`src/rtl/brz_pkg.sv`:
```
package brz_pkg;

    localparam int INSTR_W = 32;

    localparam logic [5:0] OP_REGIMM = 6'h01;
    localparam logic [5:0] OP_EQ     = 6'h04;
    localparam logic [5:0] OP_NE     = 6'h05;
    localparam logic [5:0] OP_LEZ    = 6'h06;
    localparam logic [5:0] OP_GTZ    = 6'h07;
    localparam logic [5:0] OP_EQ_L   = 6'h14;
    localparam logic [5:0] OP_NE_L   = 6'h15;
    localparam logic [5:0] OP_LEZ_L  = 6'h16;
    localparam logic [5:0] OP_GTZ_L  = 6'h17;

    localparam logic [4:0] SUB_LTZ   = 5'h00;
    localparam logic [4:0] SUB_GEZ   = 5'h01;
    localparam logic [4:0] SUB_LTZ_L = 5'h02;
    localparam logic [4:0] SUB_GEZ_L = 5'h03;

    typedef enum logic [2:0] {
        CND_NONE,
        CND_EQ,
        CND_NE,
        CND_LEZ,
        CND_GTZ,
        CND_LTZ,
        CND_GEZ
    } cond_e;

    typedef struct packed {
        logic  branch;
        logic  likely;
        logic  bad;
        cond_e cond;
    } dec_t;

    function automatic logic [5:0] f_opcode(input logic [INSTR_W-1:0] w);
        return w[31:26];
    endfunction

    function automatic logic [4:0] f_sub(input logic [INSTR_W-1:0] w);
        return w[20:16];
    endfunction

endpackage

```
`src/rtl/brz_decode.sv`:
```
module brz_decode
    import brz_pkg::*;
(
    input  logic [INSTR_W-1:0] instr,
    output dec_t               dec
);
    logic [5:0] op;
    logic [4:0] sub;

    assign op  = f_opcode(instr);
    assign sub = f_sub(instr);

    always_comb begin
        dec = '{branch: 1'b0, likely: 1'b0, bad: 1'b0, cond: CND_NONE};
        unique case (op)
            OP_EQ, OP_EQ_L: begin
                dec.branch = 1'b1;
                dec.likely = op[4];
                dec.cond   = CND_EQ;
            end
            OP_NE, OP_NE_L: begin
                dec.branch = 1'b1;
                dec.likely = op[4];
                dec.cond   = CND_NE;
            end
            OP_LEZ, OP_LEZ_L: begin
                dec.branch = 1'b1;
                dec.likely = op[4];
                dec.cond   = CND_LEZ;
                dec.bad    = (sub != 5'd0);
            end
            OP_GTZ, OP_GTZ_L: begin
                dec.branch = 1'b1;
                dec.likely = op[4];
                dec.cond   = CND_GTZ;
                dec.bad    = (sub != 5'd0);
            end
            OP_REGIMM: begin
                unique case (sub)
                    SUB_LTZ, SUB_LTZ_L: begin
                        dec.branch = 1'b1;
                        dec.likely = sub[1];
                        dec.cond   = CND_LTZ;
                    end
                    SUB_GEZ, SUB_GEZ_L: begin
                        dec.branch = 1'b1;
                        dec.likely = sub[1];
                        dec.cond   = CND_GEZ;
                    end
                    default: dec.bad = 1'b1;
                endcase
            end
            default: ;
        endcase
    end
endmodule

```
`src/rtl/brz_cond.sv`:
```
module brz_cond
    import brz_pkg::*;
#(
    parameter int DATA_W = 32
) (
    input  cond_e             cond,
    input  logic [DATA_W-1:0] rs_val,
    input  logic [DATA_W-1:0] rt_val,
    output logic              hit
);
    logic neg;
    logic zero;
    logic same;

    assign neg  = rs_val[DATA_W-1];
    assign zero = (rs_val == '0);
    assign same = (rs_val == rt_val);

    always_comb begin
        unique case (cond)
            CND_EQ:  hit = same;
            CND_NE:  hit = !same;
            CND_LEZ: hit = neg || zero;
            CND_GTZ: hit = !neg && !zero;
            CND_LTZ: hit = neg;
            CND_GEZ: hit = !neg;
            default: hit = 1'b0;
        endcase
    end
endmodule

```
`src/rtl/brz_target.sv`:
```
module brz_target #(
    parameter int ADDR_W = 32,
    parameter int IMM_W  = 16,
    parameter int WORD_B = 4
) (
    input  logic [ADDR_W-1:0] pc,
    input  logic [IMM_W-1:0]  imm,
    output logic [ADDR_W-1:0] seq_next,
    output logic [ADDR_W-1:0] seq_skip,
    output logic [ADDR_W-1:0] target
);
    localparam int SHIFT = $clog2(WORD_B);
    localparam int EXT_W = ADDR_W - IMM_W - SHIFT;

    logic [ADDR_W-1:0] offset;

    assign offset   = {{EXT_W{imm[IMM_W-1]}}, imm, {SHIFT{1'b0}}};
    assign seq_next = pc + ADDR_W'(WORD_B);
    assign seq_skip = pc + ADDR_W'(2 * WORD_B);
    assign target   = seq_next + offset;
endmodule

```
`src/rtl/brz_unit.sv`:
```
module brz_unit
    import brz_pkg::*;
#(
    parameter int ADDR_W = 32,
    parameter int DATA_W = 32
) (
    input  logic              clk,
    input  logic              rst,
    input  logic              in_valid,
    input  logic [ADDR_W-1:0] in_pc,
    input  logic [31:0]       in_instr,
    input  logic [DATA_W-1:0] in_rs_val,
    input  logic [DATA_W-1:0] in_rt_val,
    output logic              out_valid,
    output logic              out_is_branch,
    output logic              out_taken,
    output logic [ADDR_W-1:0] out_next_pc,
    output logic              out_annul,
    output logic              out_illegal
);
    typedef struct packed {
        logic              valid;
        logic              is_branch;
        logic              taken;
        logic [ADDR_W-1:0] next_pc;
        logic              annul;
        logic              illegal;
    } res_t;

    dec_t              dec;
    logic              hit;
    logic [ADDR_W-1:0] seq_next;
    logic [ADDR_W-1:0] seq_skip;
    logic [ADDR_W-1:0] target;
    logic              ds_q;
    logic              accept;
    res_t              res_d;
    res_t              res_q;

    brz_decode u_dec (
        .instr (in_instr),
        .dec   (dec)
    );

    brz_cond #(.DATA_W(DATA_W)) u_cond (
        .cond   (dec.cond),
        .rs_val (in_rs_val),
        .rt_val (in_rt_val),
        .hit    (hit)
    );

    brz_target #(.ADDR_W(ADDR_W)) u_tgt (
        .pc       (in_pc),
        .imm      (in_instr[15:0]),
        .seq_next (seq_next),
        .seq_skip (seq_skip),
        .target   (target)
    );

    assign accept = in_valid && dec.branch && !dec.bad && !ds_q;

    always_comb begin
        res_d = '0;
        if (in_valid) begin
            res_d.valid     = 1'b1;
            res_d.is_branch = accept;
            res_d.taken     = accept && hit;
            res_d.annul     = accept && dec.likely && !hit;
            res_d.illegal   = dec.bad || (dec.branch && ds_q);
            if (!accept)  res_d.next_pc = seq_next;
            else if (hit) res_d.next_pc = target;
            else          res_d.next_pc = seq_skip;
        end
    end

    always_ff @(posedge clk) begin
        if (rst) begin
            res_q <= '0;
            ds_q  <= 1'b0;
        end else begin
            res_q <= res_d;
            if (in_valid) ds_q <= accept;
        end
    end

    assign out_valid     = res_q.valid;
    assign out_is_branch = res_q.is_branch;
    assign out_taken     = res_q.taken;
    assign out_next_pc   = res_q.next_pc;
    assign out_annul     = res_q.annul;
    assign out_illegal   = res_q.illegal;
endmodule

```
`config.mk`:
```
export PLATFORM = sky130hd
export DESIGN_NAME = brz_unit
export DESIGN_NICKNAME = d
export VERILOG_FILES = /design/src/rtl/brz_pkg.sv /design/src/rtl/brz_decode.sv /design/src/rtl/brz_cond.sv /design/src/rtl/brz_target.sv /design/src/rtl/brz_unit.sv
export SDC_FILE = /design/constraint.sdc
export NUM_CORES = 1
export LEC_CHECK = 0
export BUFFER_PORTS_ARGS = -buffer_cell sky130_fd_sc_hd__buf_2
export CAP_MARGIN = 20
export CORE_ASPECT_RATIO = 0.7
export CORE_UTILIZATION = 51
export DETAILED_ROUTE_END_ITERATION = 7
export PLACE_DENSITY = 0.82
export SLEW_MARGIN = 20
export SYNTH_ARGS = -nofsm -noshare
export SYNTH_HDL_FRONTEND = slang
export SYNTH_SLANG_ARGS = --single-unit
```
`constraint.sdc`:
```
create_clock -name clk -period 5.31 [get_ports clk]
set_input_delay 1.062 -clock clk [delete_from_list [all_inputs] [get_ports clk]]
set_output_delay 1.062 -clock clk [all_outputs]
set_load 0.02 [all_outputs]
```
---- Word level (Yosys, flattened, before mapping) ----
Cells that the tools add are included.
storage, ports and cells
  flip-flop bits (word level) ............. 38
  bits of input ports ..................... 131
  output and inout bits ................... 37
  word-level logic and storage cells ...... 69
operators by class
  add/subtract/negate cells ............... 3
  equality and inequality tests ........... 19
  mux-type cells .......................... 10
  bitwise logic cells ..................... 1
  reduce and logical (&&, ||, !) cells .... 29
operator list
  operator                                                                count
  32-bit two-way mux                                                      2
  37-bit two-way mux                                                      1
  32-bit by 3-bit adder with 32-bit output (second input constant)        1
  32-bit adder                                                            1
  32-bit by 4-bit adder with 32-bit output (second input constant)        1
  32-bit equality test                                                    1
  32-bit logical NOT                                                      1
  6-bit by 3-bit equality test with 1-bit output (second input constant)  4
  6-bit by 5-bit equality test with 1-bit output (second input constant)  4
  3-bit one-hot mux with 5 select lines                                   1
  2-bit OR reduction                                                      7
  5-bit by 2-bit equality test with 1-bit output (second input constant)  2
  3-bit equality test (second input constant)                             3
  1-bit logical AND                                                       8
  4-bit OR reduction                                                      2
  8-bit OR reduction                                                      1
  3-bit by 2-bit equality test with 1-bit output (second input constant)  2
  6-bit by 1-bit equality test with 1-bit output (second input constant)  1
  1-bit logical NOT                                                       6
  1-bit one-hot mux with 6 select lines                                   1
  3-bit one-hot mux with 2 select lines                                   1
  5-bit by 1-bit equality test with 1-bit output (second input constant)  1
  5-bit logical NOT                                                       1
  5-bit nonzero test                                                      1
  other kinds (7)                                                         8

---- Logic depth before layout (Yosys ltp) ----
Gate-level depths: netlist of the first run.
  word-level depth ........................ 10
  gate-level depth with buffers ........... 19
  depth with buffers taken out ............ 18

---- Modules after synthesis ----
From an unflattened synthesis of the first run, not the netlist that was laid out.
unflattened totals
  cell total of the unflattened synthesis .. 643
  area total of the unflattened synthesis .. 5122.4 um2
by module, submodules not included
  module      times used  cells each  area an instance (um2)  sequential area each (um2)
  brz_target  1           402         2767.7                  0.0
  brz_unit    1           160         1742.9                  760.7
  brz_cond    1           61          484.2                   0.0
  brz_decode  1           20          127.6                   0.0

---- Least setup slack after synthesis of the first run ----
OpenSTA, ideal clock, no wires.
  kind .................................... input-to-reg
  from .................................... in in_pc[5]
  to ...................................... reg res_q, in the netlist out_next_pc[28]
  setup time .............................. 0.128 ns
  arrival ................................. 4.432 ns
  required time ........................... 5.182 ns
  path slack .............................. 0.751 ns
  cell stages on the path ................. 19
  buffers on the path ..................... 2
  cells stage by stage .................... clkbuf_1 > nand2_1 > nor4_1 > and3_1 > and3_1 > buf_2 > nand2_1 > nor2_1 > xor2_1 > ha_1 > a21o_1 > a21o_1 > a21o_1 > a21o_1 > a21oi_1 > nor2_1 > a211oi_1 > xor2_1 > o211ai_1
on the way
  word-level cells in the longest chain between the ends .. 4
  elaborated cells between the ends (all ways) .. 5
  those cells by class .................... 3 x add/sub; 2 x mux
ends and longest elaborated chain
  element                                   line              source
  start: declaration                        brz_unit.sv:10    input logic [ADDR_W-1:0] in_pc,
  32-bit by 3-bit adder with 32-bit output  brz_target.sv:18  assign seq_next = pc + ADDR_W'(WORD_B);
  32-bit adder                              brz_target.sv:20  assign target = seq_next + offset;
  32-bit two-way mux                        brz_unit.sv:71    else if (hit) res_d.next_pc = target;
  32-bit two-way mux *                      brz_unit.sv:70    if (!accept) res_d.next_pc = seq_next;
  end signal: assignment                    brz_unit.sv:81    res_q <= res_d;
  end: declaration                          brz_unit.sv:38    res_t res_q;
Every way passes the cells marked *; elsewhere a longest branch is shown, timed or not.
A chain may end at the register's enable or synchronous reset.

---- Final worst setup path of the first run ----
  from .................................... in in_pc[4]
  to ...................................... reg res_q, in the netlist out_next_pc[27]
Same word-level chain as after synthesis.

==> results of run 1 <==
## cell type report
cell class	count	area share [%]
clock buffer	6	2.44
clock inverter	2	1.06
timing repair buffer	172	15.6
inverter	10	0.660
multi-input combinational	540	64.3
tap	120	2.64
sequential	38	13.4
## worst max-delay path, delay by kind of cell
kind / cells / cell delay, ps
compound gates: 5 / 1090
fa+ha+maj: 2 / 650
xor+xnor: 1 / 320
buf+inv: 1 / 130
simple gates: 7 / 1570
## per-layer routing
layer,GRT usage (%),up-vias,share of wire (%)
met4,10.8,0,2.0
met1,42.5,2479,45
li1,-,2521,-
met5,0,-,0
met3,5.52,31,8.8
met2,55.1,298,45
## power by group
group	internal [uW]	switching, uW
logic	176	244
clock network	282	133
registers	297	2.89
## cells in the mapped netlist, drive strengths merged, types with 3 or more instances
master / count
a211oi: 10
a21oi: 34
inv: 9
a31oi: 4
a21boi: 6
o21a: 4
buf: 8
o22ai: 3
o21ai: 36
or3: 3
nor3: 10
nand3: 33
nor2: 51
o211ai: 7
o31ai: 3
nor2b: 3
dfxtp: 38
xnor2: 39
a211o: 3
nand4: 15
xor2: 69
a21o: 20
ha: 37
nor4: 17
and2: 7
nand2b: 7
clkbuf: 13
mux2i: 3
and3: 9
nand2: 73
## worst max path at each step
| stage | from | end | slack, ps | depth (start not counted) |
|---|---|---|---|---|
| 2_1_floorplan | in_pc[5] | out_next_pc[28] | 750 | 19 |
| 3_3_place_gp | in_pc[4] | out_next_pc[28] | 510 | 19 |
| 3_5_place_dp | in_pc[4] | out_next_pc[28] | 430 | 19 |
| 5_1_grt | in_pc[4] | out_next_pc[28] | 430 | 19 |
| 4_1_cts | in_pc[4] | out_next_pc[28] | 690 | 19 |
| 6_report | in_pc[4] | out_next_pc[27] | 630 | 16 |
## sequential cells by signal, summed over array words and instances (netlist names)
signal,cells
out_next_pc,32
out_annul,1
out_valid,1
ds_q,1
out_taken,1
out_is_branch,1
out_illegal,1
## per-stage QoR
step | hold slack [ps] | util, % | setup WS (ps) | total power [uW] | instance area (um2)
after global routing | 523 | 66.5 | 435 | 1190 | 5690
after detailed placement | 488 | 64.2 | 428 | 715 | 5490
after global placement | 466 | 64.2 | 513 | 702 | 5490
after CTS | 501 | 66.5 | 693 | 1130 | 5690
final | 508 | 66.5 | 630 | 1140 | 5690
after floorplan | 453 | - | 751 | 571 | 4540
## cell families (layout without fill, tap and decap cells)
group | count (synthesis) | count (layout) | synth area share [%]
compound gates | 152 | 152 | 22.2
xor+xnor | 108 | 108 | 20.8
fa+ha+maj | 38 | 38 | 10.6
buf+inv | 31 | 190 | 2.81
flops | 38 | 38 | 16.7
mux | 3 | 3 | 0.661
simple gates | 239 | 239 | 26.2
==> reports/qor.txt, run 1 <==
# H-tree levels: 2
Least-Margin Pin Slew: 818 ps
Netlist Area Pre-Place: 4540 um2
Wire per inst: 17.0 um
All-Layer GR Usage: 32.6%
Peak Freq: 214 MHz
Mapped Cells: 609
Initial Util: 53.1%
Worst hold path stage count: 2
DIE HEIGHT: 81.0 um
VDD IR max: 124 uV
Worst-path clk slew: 60 ps
Final Hold Vio Count: 0
I/O pins: 168
First-pass DRT Iterations: 5
Reg2reg setup slack: 2760 ps
# Post-CTS Setup Buffers: 0
Area contributors post-synth: dfxtp_1, xor2_1, ha_1
Final net count: 936
Number of routed nets with antenna violations: 0
Hold Buf Count CTS: 0
Remaining global-route overflow: 0
Worst path arrival time: 4820 ps
Worst reg2reg path depth: 8
Cell mode on critical path: ha_1
PostCTS Resize Cnt: 0
Post-synth top flop: dfxtp_1
WL final: 15100 um
P_leak: 0.00269 uW
Crit-path max FO: 5
Mean Syn Cell Area: 7.46 um2
Req. time, crit path: 5450 ps
Most common cell after layout, fill and taps aside: buf_2
Die ar.: 9300 um2
Synth area leader: dfxtp_1
RSZ-0062 raised after global routing: false
Worst hold path type: reg -> reg
Initial antenna violation count: 0
Clock sink count: 38
Seq/Total Area, Yosys: 16.7%
CTS root buf: clkbuf_16
Chip Width: 115 um
Inst Count DP: 880
Port Buffer Count: 162
Residual DRC count: 0
GP Congestion: 0.973
#FFs+latches synth: 38
Clock skew: 6.04 ps
Pwr/cell area: 200 nW/um2
DP HPWL: 12000 um
Most frequent cells in the layout: buf_2, nand2_1, xor2_1, nor2_1, xnor2_1
Slew Limit Fails: 0
Post-synthesis async set-or-reset flop share: 0%
Largest net degree at the start of global routing: 46
Post-Layout Cell Count: 888
Layout cell share with drive strength beyond 1: 24.7%
Num CTS Buffers: 5
First-pass GRT wire length: 23800 um
Clk_lat worst skew: 290 ps
CP max-delay cell: ha_1
Worst R2R End: out_next_pc[27]
Crit path launch type: input port
Area of the multi-input gates: 3650 um2
Yosys Warn Count: 0
EDFF count, synth: 0
Finish-stage setup viols: 0
Vias per cell: 6.00
Fin crit share: 88.1%
Hold_sp: ds_q
FF+latch area: 761 um2
Crit path time final: 4680 ps
CTS Buffer Depth: 2
Relative slew slack: 44.0%
Number of distinct library cells after synthesis: 64
Mapped Nets: 778
DR vias: 5329
CP endpoint kind: flop
# Max-Cap Violations: 0
Synth top area share: 16.7%
Worst setup path category: in -> reg
Setup TNS Final: 0 ps
Layout fillers: 782
Vias in the first global route: 5015
Outcome: finished, final reports clean
Diodes inserted: 0
Synth-to-layout area growth: 25.2%
Crit-path cells: buf_2 -> ha_1 -> nand2_1 -> nor4_1 -> and3_1 -> nand3_2 -> nor2_1 -> nand3_1 -> xnor2_1 -> ha_1 -> and4_1 -> o311a_1 -> o21ai_0 -> a21boi_0 -> o31ai_1 -> o32ai_1
FF-to-FF Start: ds_q
1st-iter DRT viols: 404
Hold worst-path end: ds_q
Worst stage delay on the critical path: 340 ps
Core area: 8550 um2
CTS tree: built
Num rows: 28
(Power assumes the default switching activity.)
==> run 2, diff against run 1 <==
- BUFFER_PORTS_ARGS: -buffer_cell sky130_fd_sc_hd__buf_2 -> -buffer_cell sky130_fd_sc_hd__clkbuf_2
- CORE_MARGIN: default -> 2
==> reports/qor.txt, run 2 (synthesis gave the netlist of run 1 again) <==
GP Congestion: 0.978 (was 0.973)
Inst Count DP: 881 (was 880)
Post-layout util: 66.2% (was 66.5%)
Pwr/cell area: 187 nW/um2 (was 200 nW/um2)
# Max-Cap Violations: 0 (unchanged)
Fin crit share: 89.3% (was 88.1%)
Total length of routed met2 wires: 6740 um (was 6730 um)
Final net count: 937 (was 936)
Layout cell share with drive strength beyond 1: 24.8% (was 24.7%)
Met1 wire length: 6780 um (was 6730 um)
Num rows: 28 (unchanged)
Clock power share: 31.8% (was 36.6%)
Final Hold Vio Count: 0 (unchanged)
DP HPWL: 12300 um (was 12000 um)
RSZ-0062 raised after global routing: false (unchanged)
CTS root buf: clkbuf_16 (unchanged)
CTS tree: built (unchanged)
Number of routed nets with antenna violations: 0 (unchanged)
Clock sink count: 38 (unchanged)
Slew Limit Fails: 0 (unchanged)
Synth-to-layout area growth: 24.6% (was 25.2%)
Worst-path clk slew: 60 ps (about the same)
Relative slew slack: 47.8% (was 44.0%)
Post-Layout Cell Count: 889 (was 888)
Overall Power: 1060 uW (was 1140 uW)
Peak Freq: 211 MHz (was 214 MHz)
Residual DRC count: 0 (unchanged)
Comb pwr share: 39.7% (was 37.0%)
DIE HEIGHT: 83.0 um (was 81.0 um)
Sequential power share: 28.5% (was 26.4%)
# Post-CTS Setup Buffers: 0 (unchanged)
WL final: 15300 um (was 15100 um)
Worst hold path type: reg -> reg (unchanged)
Setup TNS Final: 0 ps (unchanged)
DR vias: 5301 (was 5329)
P_sw: 371 uW (was 380 uW)
Initial antenna violation count: 0 (unchanged)
Internal power: 686 uW (was 756 uW)
Switching share of total power: 35.1% (was 33.4%)
Crit path launch type: input port (unchanged)
Wire per inst: 17.2 um (was 17.0 um)
Vias per cell: 5.96 (was 6.00)
Most common cell after layout, fill and taps aside: clkbuf_2 (was buf_2)
Worst path arrival time: 4880 ps (was 4820 ps)
P_leak: 0.00269 uW (about the same)
Met3 wire length: 1470 um (was 1330 um)
First-pass DRT Iterations: 5 (unchanged)
Hold Buf Count CTS: 0 (unchanged)
Finish-stage setup viols: 0 (unchanged)
Worst setup path category: in -> reg (unchanged)
Highest routed metal layer: met4 (unchanged)
I/O pins: 168 (unchanged)
Vias in the first global route: 5071 (was 5015)
Clock skew: 6.15 ps (was 6.04 ps)
Initial Util: 53.1% (unchanged)
Area of the multi-input gates: 3650 um2 (unchanged)
Layout fillers: 758 (was 782)
1st-iter DRT viols: 388 (was 404)
Crit path time final: 4740 ps (was 4680 ps)
Die ar.: 9690 um2 (was 9300 um2)
VDD IR max: 135 uV (was 124 uV)
Req. time, crit path: 5440 ps (was 5450 ps)
Num CTS Buffers: 5 (unchanged)
# H-tree levels: 2 (unchanged)
Core area: 8550 um2 (unchanged)
Most frequent cells in the layout: clkbuf_2, nand2_1, xor2_1, nor2_1, xnor2_1 (was buf_2, nand2_1, xor2_1, nor2_1, xnor2_1)
All-Layer GR Usage: 30.9% (was 32.6%)
Largest net degree at the start of global routing: 42 (was 46)
Clk_lat worst skew: 290 ps (about the same)
Crit-path max FO: 5 (unchanged)
Chip Width: 117 um (was 115 um)
Max FFs per register: 32 (unchanged)
Port Buffer Count: 162 (unchanged)
CTS Buffer Depth: 2 (unchanged)
Remaining global-route overflow: 0 (unchanged)
Outcome: finished, final reports clean (unchanged)
PostCTS Resize Cnt: 0 (unchanged)
Final instance area: 5660 um2 (was 5690 um2)
FF+latch area: 761 um2 (unchanged)
Least-Margin Pin Slew: 763 ps (was 818 ps)
First-pass GRT wire length: 24200 um (was 23800 um)
CP endpoint kind: flop (unchanged)
Placement Cell Area: 5500 um2 (was 5490 um2)
Diodes inserted: 0 (unchanged)
run 2: cell type report:
class                   count  share of cell area, %
multi-input cells         540                   64.5
repair buffers            173                   15.8
flip-flops and latches     38                   13.4
clock buffers               8                   2.94
well taps                 120                   2.65
inverters                  10                  0.663
run 2: per-stage QoR:
step                hold slack (ps)  setup WS, ps
finish                          505           567
global route                    538           223
CTS                             500           666
detailed placement              489           416
global placement                467           489
floorplan                       453           751
run 2: worst paths after layout:
| check | end | startpoint | cells past startpoint | slack [ps] |
|---|---|---|---|---|
| setup reg to reg | out_next_pc[27] | ds_q | 8 | 3090 |
| hold reg to reg | out_illegal | ds_q | 2 | 500 |
| hold / removal | out_illegal | ds_q | 2 | 500 |
| setup / recovery | out_next_pc[27] | in_pc[3] | 16 | 570 |
run 2: power groups by stage:
stage / Clock [uW] / Sequential, uW / Combinational, uW
finish: 335 / 301 / 420
global route: 354 / 302 / 456
CTS: 339 / 301 / 412
detailed placement: 0 / 307 / 407
global placement: 0 / 307 / 395
floorplan: 0 / 323 / 248
run 2: worst max-delay path: stages:
cell and delay, ps:
clkbuf_2 130, ha_1 320, nand2_1 130, nor2_1 250, nand3_1 160, nor2_1 150
xor2_1 320, ha_1 340, nand2_1 150, o21ai_0 110, or3b_1 460, o311a_1 370
o21ai_0 350, a21boi_0 190, o31ai_1 230, o32ai_1 150
run 2: layer usage:
layer / vias to the layer above / GRT usage (%)
li1: 2529 / -
met1: 2430 / 41.8
met2: 305 / 49.5
met3: 37 / 6.42
met4: 0 / 8.66
met5: - / 0
==> run 3, diff against run 2 <==
--- a/config.mk
+++ b/config.mk
@@ -8,9 +8,11 @@
 export BUFFER_PORTS_ARGS = -buffer_cell sky130_fd_sc_hd__clkbuf_2
 export CAP_MARGIN = 20
+export CELL_PAD_IN_SITES_DETAIL_PLACEMENT = 1
+export CELL_PAD_IN_SITES_GLOBAL_PLACEMENT = 1
 export CORE_ASPECT_RATIO = 0.7
 export CORE_MARGIN = 2
-export CORE_UTILIZATION = 51
+export CORE_UTILIZATION = 36
 export DETAILED_ROUTE_END_ITERATION = 7
-export PLACE_DENSITY = 0.82
+export PLACE_DENSITY_LB_ADDON = 0.1
 export SLEW_MARGIN = 20
 export SYNTH_ARGS = -nofsm -noshare
==> constraint.sdc (replaced) <==
create_clock -name clk -period 5.31 [get_ports clk]
set_input_delay 1.062 -clock clk [delete_from_list [all_inputs] [get_ports clk]]
set_output_delay 1.062 -clock clk [all_outputs]
set_load 0.05 [all_outputs]
==> reports/qor.txt, run 3 (synthesis gave the netlist of run 1 again) <==
Final instance area: 5750 um2 (was 5660 um2)
I/O pins: 168 (unchanged)
CTS root buf: clkbuf_16 (unchanged)
Reg2reg setup slack: 3090 ps (about the same)
Peak Freq: 211 MHz (about the same)
Crit-path max FO: 5 (unchanged)
Placement Cell Area: 5580 um2 (was 5500 um2)
All-Layer GR Usage: 25.7% (was 30.9%)
Final Hold Vio Count: 0 (unchanged)
Chip Width: 138 um (was 117 um)
FF-to-FF Start: ds_q (unchanged)
Relative slew slack: 46.7% (was 47.8%)
GP Congestion: 0.913 (was 0.978)
Worst setup margin: 573 ps (was 567 ps)
VDD IR max: 127 uV (was 135 uV)
1st-iter DRT viols: 241 (was 388)
First-pass GRT wire length: 28300 um (was 24200 um)
Slew Limit Fails: 0 (unchanged)
Fin crit share: 89.2% (was 89.3%)
Worst path arrival time: 4880 ps (about the same)
Clock sink count: 38 (unchanged)
Layout cell share with drive strength beyond 1: 25.4% (was 24.8%)
Inst Count DP: 927 (was 881)
Synth-to-layout area growth: 26.5% (was 24.6%)
DP HPWL: 14500 um (was 12300 um)
Num CTS Buffers: 5 (unchanged)
Core area: 12400 um2 (was 8550 um2)
Residual DRC count: 0 (unchanged)
Port Buffer Count: 162 (unchanged)
Largest net degree at the start of global routing: 39 (was 42)
Remaining global-route overflow: 0 (unchanged)
Hold Buf Count CTS: 0 (unchanged)
Number of routed nets with antenna violations: 0 (unchanged)
Finish-stage setup viols: 0 (unchanged)
Initial Util: 36.7% (was 53.1%)
Least-Margin Pin Slew: 779 ps (was 763 ps)
DR vias: 5193 (was 5301)
Worst R2R End: out_next_pc[27] (unchanged)
Layout fillers: 1621 (was 758)
Pwr/cell area: 194 nW/um2 (was 187 nW/um2)
Post-Layout Cell Count: 935 (was 889)
Crit path time final: 4740 ps (about the same)
Req. time, crit path: 5460 ps (was 5440 ps)
CTS Buffer Depth: 2 (unchanged)
Worst setup path category: in -> reg (unchanged)
First-pass DRT Iterations: 4 (was 5)
Max FFs per register: 32 (unchanged)
Initial antenna violation count: 0 (unchanged)
Post-layout util: 46.4% (was 66.2%)
DIE HEIGHT: 98.0 um (was 83.0 um)
P_leak: 0.00271 uW (was 0.00269 uW)
WL final: 17600 um (was 15300 um)
Worst reg2reg path depth: 7 (was 8)
Pre-CTS WS: 362 ps (was 416 ps)
# H-tree levels: 2 (unchanged)
Clock skew: 7.15 ps (was 6.15 ps)
Vias per cell: 5.55 (was 5.96)
# Max-Cap Violations: 0 (unchanged)
Setup TNS Final: 0 ps (unchanged)
Most common cell after layout, fill and taps aside: clkbuf_2 (unchanged)
# Post-CTS Setup Buffers: 0 (unchanged)
CP Launch Point: in_pc[3] (unchanged)
CTS tree: built (unchanged)
Worst-path clk slew: 60 ps (about the same)
Die ar.: 13500 um2 (was 9690 um2)
Wire per inst: 18.8 um (was 17.2 um)
Final net count: 941 (was 937)
Clk_lat worst skew: 290 ps (about the same)
Outcome: finished, final reports clean (unchanged)
RSZ-0062 raised after global routing: false (unchanged)
CP endpoint: out_next_pc[27] (unchanged)
CP endpoint kind: flop (unchanged)
Crit path launch type: input port (unchanged)
Worst hold path type: reg -> reg (unchanged)
PostCTS Resize Cnt: 0 (unchanged)
Num rows: 34 (was 28)
Vias in the first global route: 5306 (was 5071)
Most frequent cells in the layout: clkbuf_2, nand2_1, xor2_1, nor2_1, xnor2_1 (unchanged)
Diodes inserted: 0 (unchanged)
[run 3: cell types whose count changed in the layout (fill, tap and decap cells not counted)]
cell	before	now
buf_4	11	15
bufinv_16	0	1
clkbuf_8	3	0
clkinv_2	0	2
nor2_1	51	50
nor2_2	0	1
[run 3: per-stage QoR]
step | power, uW | hold slack (ps)
global placement | 747 | 473
detailed placement | 760 | 479
CTS | 1120 | 490
finish | 1120 | 495
floorplan | 599 | 453
global route | 1180 | 532
[run 3: critical path, stage by stage]
cell      delay [ps]
clkbuf_2         130
ha_1             300
nand2_1          130
nor4_1           370
and3_1           340
nand3_2          200
nor2_1           270
nand3_1          130
xnor2_1          290
ha_1             350
and4_1           220
o311a_1          150
o21ai_0          330
a21boi_0         210
o31ai_1          240
o32ai_1          160
[run 3: layout make-up]
type,instances,area [um2],share of cell area (%)
Sequential cell,38,761,13.2
Tap cell,162,203,3.53
Timing Repair Buffer,177,923,16.1
Inverter,10,37.5,0.653
Clock inverter,3,40.0,0.697
Multi-Input combinational cell,540,3660,63.6
Clock buffer,5,125,2.18
[run 3: how the worst min path moves through the flow]
stage          from          end  slack [ps]  cells after the start
3_5_place_dp   ds_q  out_illegal         480                      2
2_1_floorplan  ds_q  out_illegal         450                      2
4_1_cts        ds_q  out_illegal         490                      2
3_3_place_gp   ds_q  out_illegal         470                      2
6_report       ds_q  out_illegal         500                      2
5_1_grt        ds_q  out_illegal         530                      2
[run 3: layer usage]
layer	vias up	part of all wire [%]	GRT usage, %
li1	2529	-	-
met1	2452	47	35.3
met2	194	45	43.3
met3	18	6.6	4.51
met4	0	1.2	4.16
met5	-	0	0
[run 3: power breakdown]
part / leakage (uW) / switching, uW / internal, uW
registers: 0.000312 / 3.55 / 297
logic: 0.00231 / 280 / 178
clock network: 0.0000836 / 137 / 220
